`config.mk`:
```
export PLATFORM = sky130hd
export DESIGN_NAME = simd_fminmax
export DESIGN_NICKNAME = d
export VERILOG_FILES = /design/src/rtl/fmm_pkg.sv /design/src/rtl/fmm_lane.sv /design/src/rtl/fmm_decode.sv /design/src/rtl/fmm_datapath.sv /design/src/rtl/simd_fminmax.sv
export SDC_FILE = /design/constraint.sdc
export NUM_CORES = 1
export LEC_CHECK = 0
export ABC_AREA = 1
export ABC_CLOCK_PERIOD_IN_PS = 11700
export BUFFER_PORTS_ARGS = -buffer_cell sky130_fd_sc_hd__buf_2
export CAP_MARGIN = 20
export CORE_MARGIN = 2
export CORE_UTILIZATION = 50
export CTS_CLUSTER_DIAMETER = 120
export CTS_CLUSTER_SIZE = 10
export DETAILED_ROUTE_END_ITERATION = 7
export GPL_ROUTABILITY_DRIVEN = 0
export GPL_TIMING_DRIVEN = 0
export PLACE_DENSITY = 0.73
export SYNTH_ARGS = -nofsm -noshare
export SYNTH_HDL_FRONTEND = slang
export SYNTH_SLANG_ARGS = --single-unit
```
`constraint.sdc`:
```
create_clock -name clk -period 11.7 [get_ports clk]
set_input_delay 2.34 -clock clk [delete_from_list [all_inputs] [get_ports clk]]
set_output_delay 2.34 -clock clk [all_outputs]
set_load 0.1 [all_outputs]
```
`src/rtl/fmm_pkg.sv`:
```
package fmm_pkg;
  // lane formats: total width and exponent width
  localparam int unsigned SP_W   = 32;
  localparam int unsigned SP_EXP = 8;
  localparam int unsigned HP_W   = 16;
  localparam int unsigned HP_EXP = 5;

  typedef struct packed {
    logic want_min;
    logic half;
    logic wide;
  } fmm_mode_t;
endpackage

```
`src/rtl/fmm_lane.sv`:
```
module fmm_lane #(
  parameter int unsigned W     = 32,
  parameter int unsigned EXP_W = 8
) (
  input  logic [W-1:0] a_i,
  input  logic [W-1:0] b_i,
  input  logic         want_min_i,
  output logic [W-1:0] res_o
);
  localparam int unsigned MAN_W = W - 1 - EXP_W;
  localparam logic [W-1:0] DNAN = {1'b0, {EXP_W{1'b1}}, 1'b1, {(MAN_W-1){1'b0}}};

  logic [EXP_W-1:0] a_exp, b_exp;
  logic [MAN_W-1:0] a_man, b_man;
  logic             any_nan;
  logic [W-1:0]     fa, fb;
  logic [W-2:0]     a_mag, b_mag;
  logic             a_below;

  always_comb begin
    a_exp   = a_i[W-2 -: EXP_W];
    b_exp   = b_i[W-2 -: EXP_W];
    a_man   = a_i[MAN_W-1:0];
    b_man   = b_i[MAN_W-1:0];
    any_nan = ((&a_exp) && (|a_man)) || ((&b_exp) && (|b_man));
    // zero-exponent inputs collapse to a signed zero
    fa = (a_exp == '0) ? {a_i[W-1], {(W-1){1'b0}}} : a_i;
    fb = (b_exp == '0) ? {b_i[W-1], {(W-1){1'b0}}} : b_i;
    a_mag = fa[W-2:0];
    b_mag = fb[W-2:0];
    if (fa[W-1] != fb[W-1]) begin
      a_below = fa[W-1];
    end else if (fa[W-1]) begin
      a_below = (b_mag < a_mag);
    end else begin
      a_below = (a_mag < b_mag);
    end
    if (any_nan) begin
      res_o = DNAN;
    end else if (want_min_i) begin
      res_o = a_below ? fa : fb;
    end else begin
      res_o = a_below ? fb : fa;
    end
  end
endmodule

```
`src/rtl/fmm_decode.sv`:
```
module fmm_decode #(
  parameter bit HALF_EN = 1'b1
) (
  input  logic half_i,
  input  logic wide_i,
  input  logic rd_lsb_i,
  input  logic rn_lsb_i,
  input  logic rm_lsb_i,
  output logic undef_o
);
  logic half_bad;
  logic odd_reg;

  generate
    if (HALF_EN) begin : g_half_ok
      assign half_bad = 1'b0;
    end else begin : g_half_off
      assign half_bad = half_i;
    end
  endgenerate

  assign odd_reg = wide_i && (rd_lsb_i || rn_lsb_i || rm_lsb_i);
  assign undef_o = odd_reg || half_bad;
endmodule

```
`src/rtl/fmm_datapath.sv`:
```
module fmm_datapath
  import fmm_pkg::*;
#(
  parameter int unsigned VEC_W = 128,
  parameter int unsigned SEG_W = 64
) (
  input  logic [VEC_W-1:0] a_i,
  input  logic [VEC_W-1:0] b_i,
  input  fmm_mode_t        mode_i,
  output logic [VEC_W-1:0] res_o
);
  localparam int unsigned N_SP = VEC_W / SP_W;
  localparam int unsigned N_HP = VEC_W / HP_W;

  logic [VEC_W-1:0] sp_res;
  logic [VEC_W-1:0] hp_res;

  generate
    for (genvar i = 0; i < N_SP; i++) begin : g_sp
      fmm_lane #(.W(SP_W), .EXP_W(SP_EXP)) u_lane (
        .a_i        (a_i[i*SP_W +: SP_W]),
        .b_i        (b_i[i*SP_W +: SP_W]),
        .want_min_i (mode_i.want_min),
        .res_o      (sp_res[i*SP_W +: SP_W])
      );
    end
    for (genvar j = 0; j < N_HP; j++) begin : g_hp
      fmm_lane #(.W(HP_W), .EXP_W(HP_EXP)) u_lane (
        .a_i        (a_i[j*HP_W +: HP_W]),
        .b_i        (b_i[j*HP_W +: HP_W]),
        .want_min_i (mode_i.want_min),
        .res_o      (hp_res[j*HP_W +: HP_W])
      );
    end
  endgenerate

  always_comb begin
    res_o = mode_i.half ? hp_res : sp_res;
    if (!mode_i.wide) begin
      res_o[VEC_W-1:SEG_W] = '0;
    end
  end
endmodule

```
`src/rtl/simd_fminmax.sv`:
```
module simd_fminmax
  import fmm_pkg::*;
#(
  parameter int unsigned VEC_W   = 128,
  parameter int unsigned SEG_W   = 64,
  parameter bit          HALF_EN = 1'b1
) (
  input  logic             clk,
  input  logic             rst_n,
  input  logic             in_valid,
  input  logic             sel_min,
  input  logic             sel_half,
  input  logic             sel_wide,
  input  logic             rd_lsb,
  input  logic             rn_lsb,
  input  logic             rm_lsb,
  input  logic [VEC_W-1:0] op_a,
  input  logic [VEC_W-1:0] op_b,
  output logic [VEC_W-1:0] result,
  output logic             out_valid,
  output logic             undef_flag
);
  logic [1:0]       rst_sync_q;
  logic             rst_n_int;
  fmm_mode_t        mode;
  logic             undef_c;
  logic [VEC_W-1:0] dp_res;
  logic             load_en;
  logic [VEC_W-1:0] res_d, res_q;
  logic             und_d, und_q;
  logic             vld_d, vld_q;

  // assertion asynchronous, release on the clock
  always_ff @(posedge clk or negedge rst_n) begin
    if (!rst_n) rst_sync_q <= 2'b00;
    else        rst_sync_q <= {rst_sync_q[0], 1'b1};
  end
  assign rst_n_int = rst_sync_q[1];

  assign mode = '{want_min: sel_min, half: sel_half, wide: sel_wide};

  fmm_decode #(.HALF_EN(HALF_EN)) u_decode (
    .half_i   (sel_half),
    .wide_i   (sel_wide),
    .rd_lsb_i (rd_lsb),
    .rn_lsb_i (rn_lsb),
    .rm_lsb_i (rm_lsb),
    .undef_o  (undef_c)
  );

  fmm_datapath #(.VEC_W(VEC_W), .SEG_W(SEG_W)) u_datapath (
    .a_i    (op_a),
    .b_i    (op_b),
    .mode_i (mode),
    .res_o  (dp_res)
  );

  assign load_en = in_valid;

  always_comb begin
    vld_d = load_en;
    und_d = undef_c;
    res_d = undef_c ? '0 : dp_res;
  end

  always_ff @(posedge clk or negedge rst_n_int) begin
    if (!rst_n_int) begin
      vld_q <= 1'b0;
      und_q <= 1'b0;
      res_q <= '0;
    end else begin
      vld_q <= vld_d;
      if (load_en) begin
        und_q <= und_d;
        res_q <= res_d;
      end
    end
  end

  assign result     = res_q;
  assign out_valid  = vld_q;
  assign undef_flag = und_q;
endmodule

```
==> summary.txt <==
Rows - 74
Avg Cell Area, Syn - 5.65 sq um
Worst hold path class - reg2async
GRT Residual Overflow - 0
Max-slew violations - 0
Rel. slew slack - 0.330
Startpoint Class - input port
CP max-delay cell - clkbuf_1
FF+latch count, synth - 132
Die height - 206 um
Clk_lat worst skew - 480 ps
Sequential fraction of the synthesis area - 0.161
Crit path cell chain - buf_2 > nor3_1 > nand2_1 > nor2_1 > clkbuf_1 > nor2_1 > ha_1 > nand2_1 > nor2_1 > and3_1 > nand2_1 > nand2_1 > nand2_1 > nand2_1 > nand2_1 > nand2_2 > nand3_4 > nand2_4 > buf_6 > nand2_1 > nand3_1 > nand2_1 > nand2_1 > nand2_1
WL final - 75.8 mm
Post-CTS Hold Fix Bufs - 0
Distinct cells, synth - 37
CTS tree - built
Cell-internal power - 1.22 mW
CP bufs+invs - 3
CP delay by family, top - simple AND/OR/NAND/NOR gates
RSZ-0062 raised after global routing - no
Post-route cell area - 23800 sq um
Ys flop type - dfrtp_1
Post-route ant nets - 0
Clock sink count - 132
Area growth, synth to finish - 16.4%
All-Layer GR Usage - 0.352
# setup viols final - 0
CTS root buf - clkbuf_16
LEAKAGE - 15.0 nW
Share of synthesized flip-flops with an asynchronous set or reset - 1.00
Worst reg-to-reg setup slack - 10390 ps
Comb pwr share - 0.524
Sw Pwr - 1.21 mW
Antenna violations before repair - 9
Post CTS Setup Buffer Count - 0
Full die area - 42600 sq um
Pwr per Cell Area - 102 nW/um^2
Port Buffers - 392
Final Cycle Share - 0.467
Most common cell on crit path - nand2_1
Clk slew on worst S/H paths - 60 ps
Die width - 206 um
Vias - 24800
# DRC - 0
Peak VDD IR - 0.000112 V
Slowest stage delay, CP - 450 ps
First-pass GRT wire length - 117 mm
Starting Density - 0.504
Num CTS Buffers - 17
DP Wirelength - 60.9 mm
YS warnings - 0
Sequential power share - 0.221
Synth Instances - 3625
# Max-Cap Violations - 0
Setup_tns - 0 ps
Placed cell areas - 23200 sq um
Ports - 395
Outcome - finished clean
Tmin final - 5460 ps
Tightest Pin Transition - 1000 ps
Reg2reg start - rst_sync_q[1]
Drt pass-1 iters - 6
H-tree depth - 4
Final-report hold violation count - 0
EDFF count, synth - 0
Core Box Area - 40600 sq um
Final Power - 2.43 mW
Path depth of the worst reg2reg path - 2
CTS resizes - 0
Worst Path Arrival - 5810 ps
CP Class - in2reg
Share of layout cells above drive strength 1 - 0.134
Vias per cell - 5.41
Vias in the first global route - 22400
CP endpoint kind - flip-flop
Mapped Area - 20500 sq um
Worst EP required - 12050 ps
Hold WS - 331 ps
Max Clock Skew - 8.34 ps
Crit-path max FO - 10
Reg-to-reg endpoint - result[46]
Drt wl/cell - 16.5 um
Largest net degree at the start of global routing - 52
Mapped Nets - 4150
Switching part of the total - 0.499
Final Net Count - 4563
Clock power frac - 0.256
Worst Setup SP - op_a[59]
First-iteration detailed-routing DRC count - 2179
Achievable Freq - 183 MHz
WP depth - 24
Clock Path Buffers - 2
[cell families after synthesis]
kind of cell               share of synthesized area
AOI/OAI and AO/OA                             0.0654
adders and majority gates                      0.159
buffers and inverters                          0.138
DFF                                            0.161
other                                       0.000183
and+or+nand+nor                                0.476
[cells in the final DEF, fill, tap and decap left out, types with 20 or more instances in the layout]
master / n
nand2_1: 1391
inv_1: 497
nand3_1: 440
buf_2: 421
nor2_1: 275
ha_1: 260
a21oi_1: 150
dfrtp_1: 131
clkbuf_1: 126
nand4_1: 51
nor4_1: 31
o21ai_0: 31
nand2_2: 27
a31oi_1: 23
buf_6: 21
nor3_1: 20
[power groups by stage]
stage / Sequential (mW) / Clock (mW) / Combinational (mW)
2_1_floorplan: 0.913 / 0 / 0.569
3_3_place_gp: 0.551 / 0 / 1.24
3_5_place_dp: 0.545 / 0 / 1.26
4_1_cts: 0.538 / 0.632 / 1.26
5_1_grt: 0.544 / 0.647 / 1.39
6_report: 0.538 / 0.622 / 1.27
[final cells by class]
type	instances	area (sq um)
Fill cell	4419	16800
Multi-Input combinational cell	2797	14300
Sequential cell	132	3310
Timing Repair Buffer	394	2020
Inverter	514	1930
Buffer	182	900
Tap cell	532	666
Clock buffer	18	429
Clock inverter	14	225
Antenna cell	6	15.0
[metal layers]
metal / up-vias / wire length [um] / GRT usage
met5: - / 44 / 0
met4: 6 / 4050 / 0.185
met3: 229 / 6620 / 0.0609
met2: 1180 / 32800 / 0.547
met1: 11100 / 32200 / 0.467
li1: 12300 / - / -
[worst register-to-register path, delay by kind of cell (launching register included)]
kind,cells,cell delay (ps)
buf+inv,2,610
flops,1,800
[worst max-delay path by stage]
| stage | end | slack (ps) |
|---|---|---|
| floorplan | result[64] | 6820 |
| global placement | result[48] | 5820 |
| detailed placement | result[34] | 5830 |
| CTS | result[34] | 6320 |
| global route | result[34] | 5810 |
| finish | result[34] | 6240 |
[through the flow]
step	util	setup WS (ps)	std cells
finish	0.586	6240	4589
global route	0.586	5810	4588
CTS	0.586	6320	4583
detailed placement	0.570	5830	4551
global placement	0.568	5820	4549
floorplan	-	6820	3625
[state kept, by name (all words and copies together), names as in the netlist]
register	count
result	128
rst_sync_q	2
out_valid	1
undef_flag	1
[Yosys cell counts (all sizes together) (6+ instances only)]
library cell,count,share of area
a21o,16,0.0059
a21oi,150,0.037
a31oi,23,0.0070
and3,8,0.0024
buf,57,0.021
clkbuf,125,0.023
clkinv,17,0.0031
dfrtp,132,0.16
ha,260,0.16
inv,497,0.091
nand2,1428,0.27
nand3,453,0.12
nand3b,11,0.0040
nand4,51,0.016
nor2,283,0.053
nor3,22,0.0059
nor4,31,0.0095
o211ai,6,0.0022
o21ai,42,0.010
(Power assumes the default switching activity.)
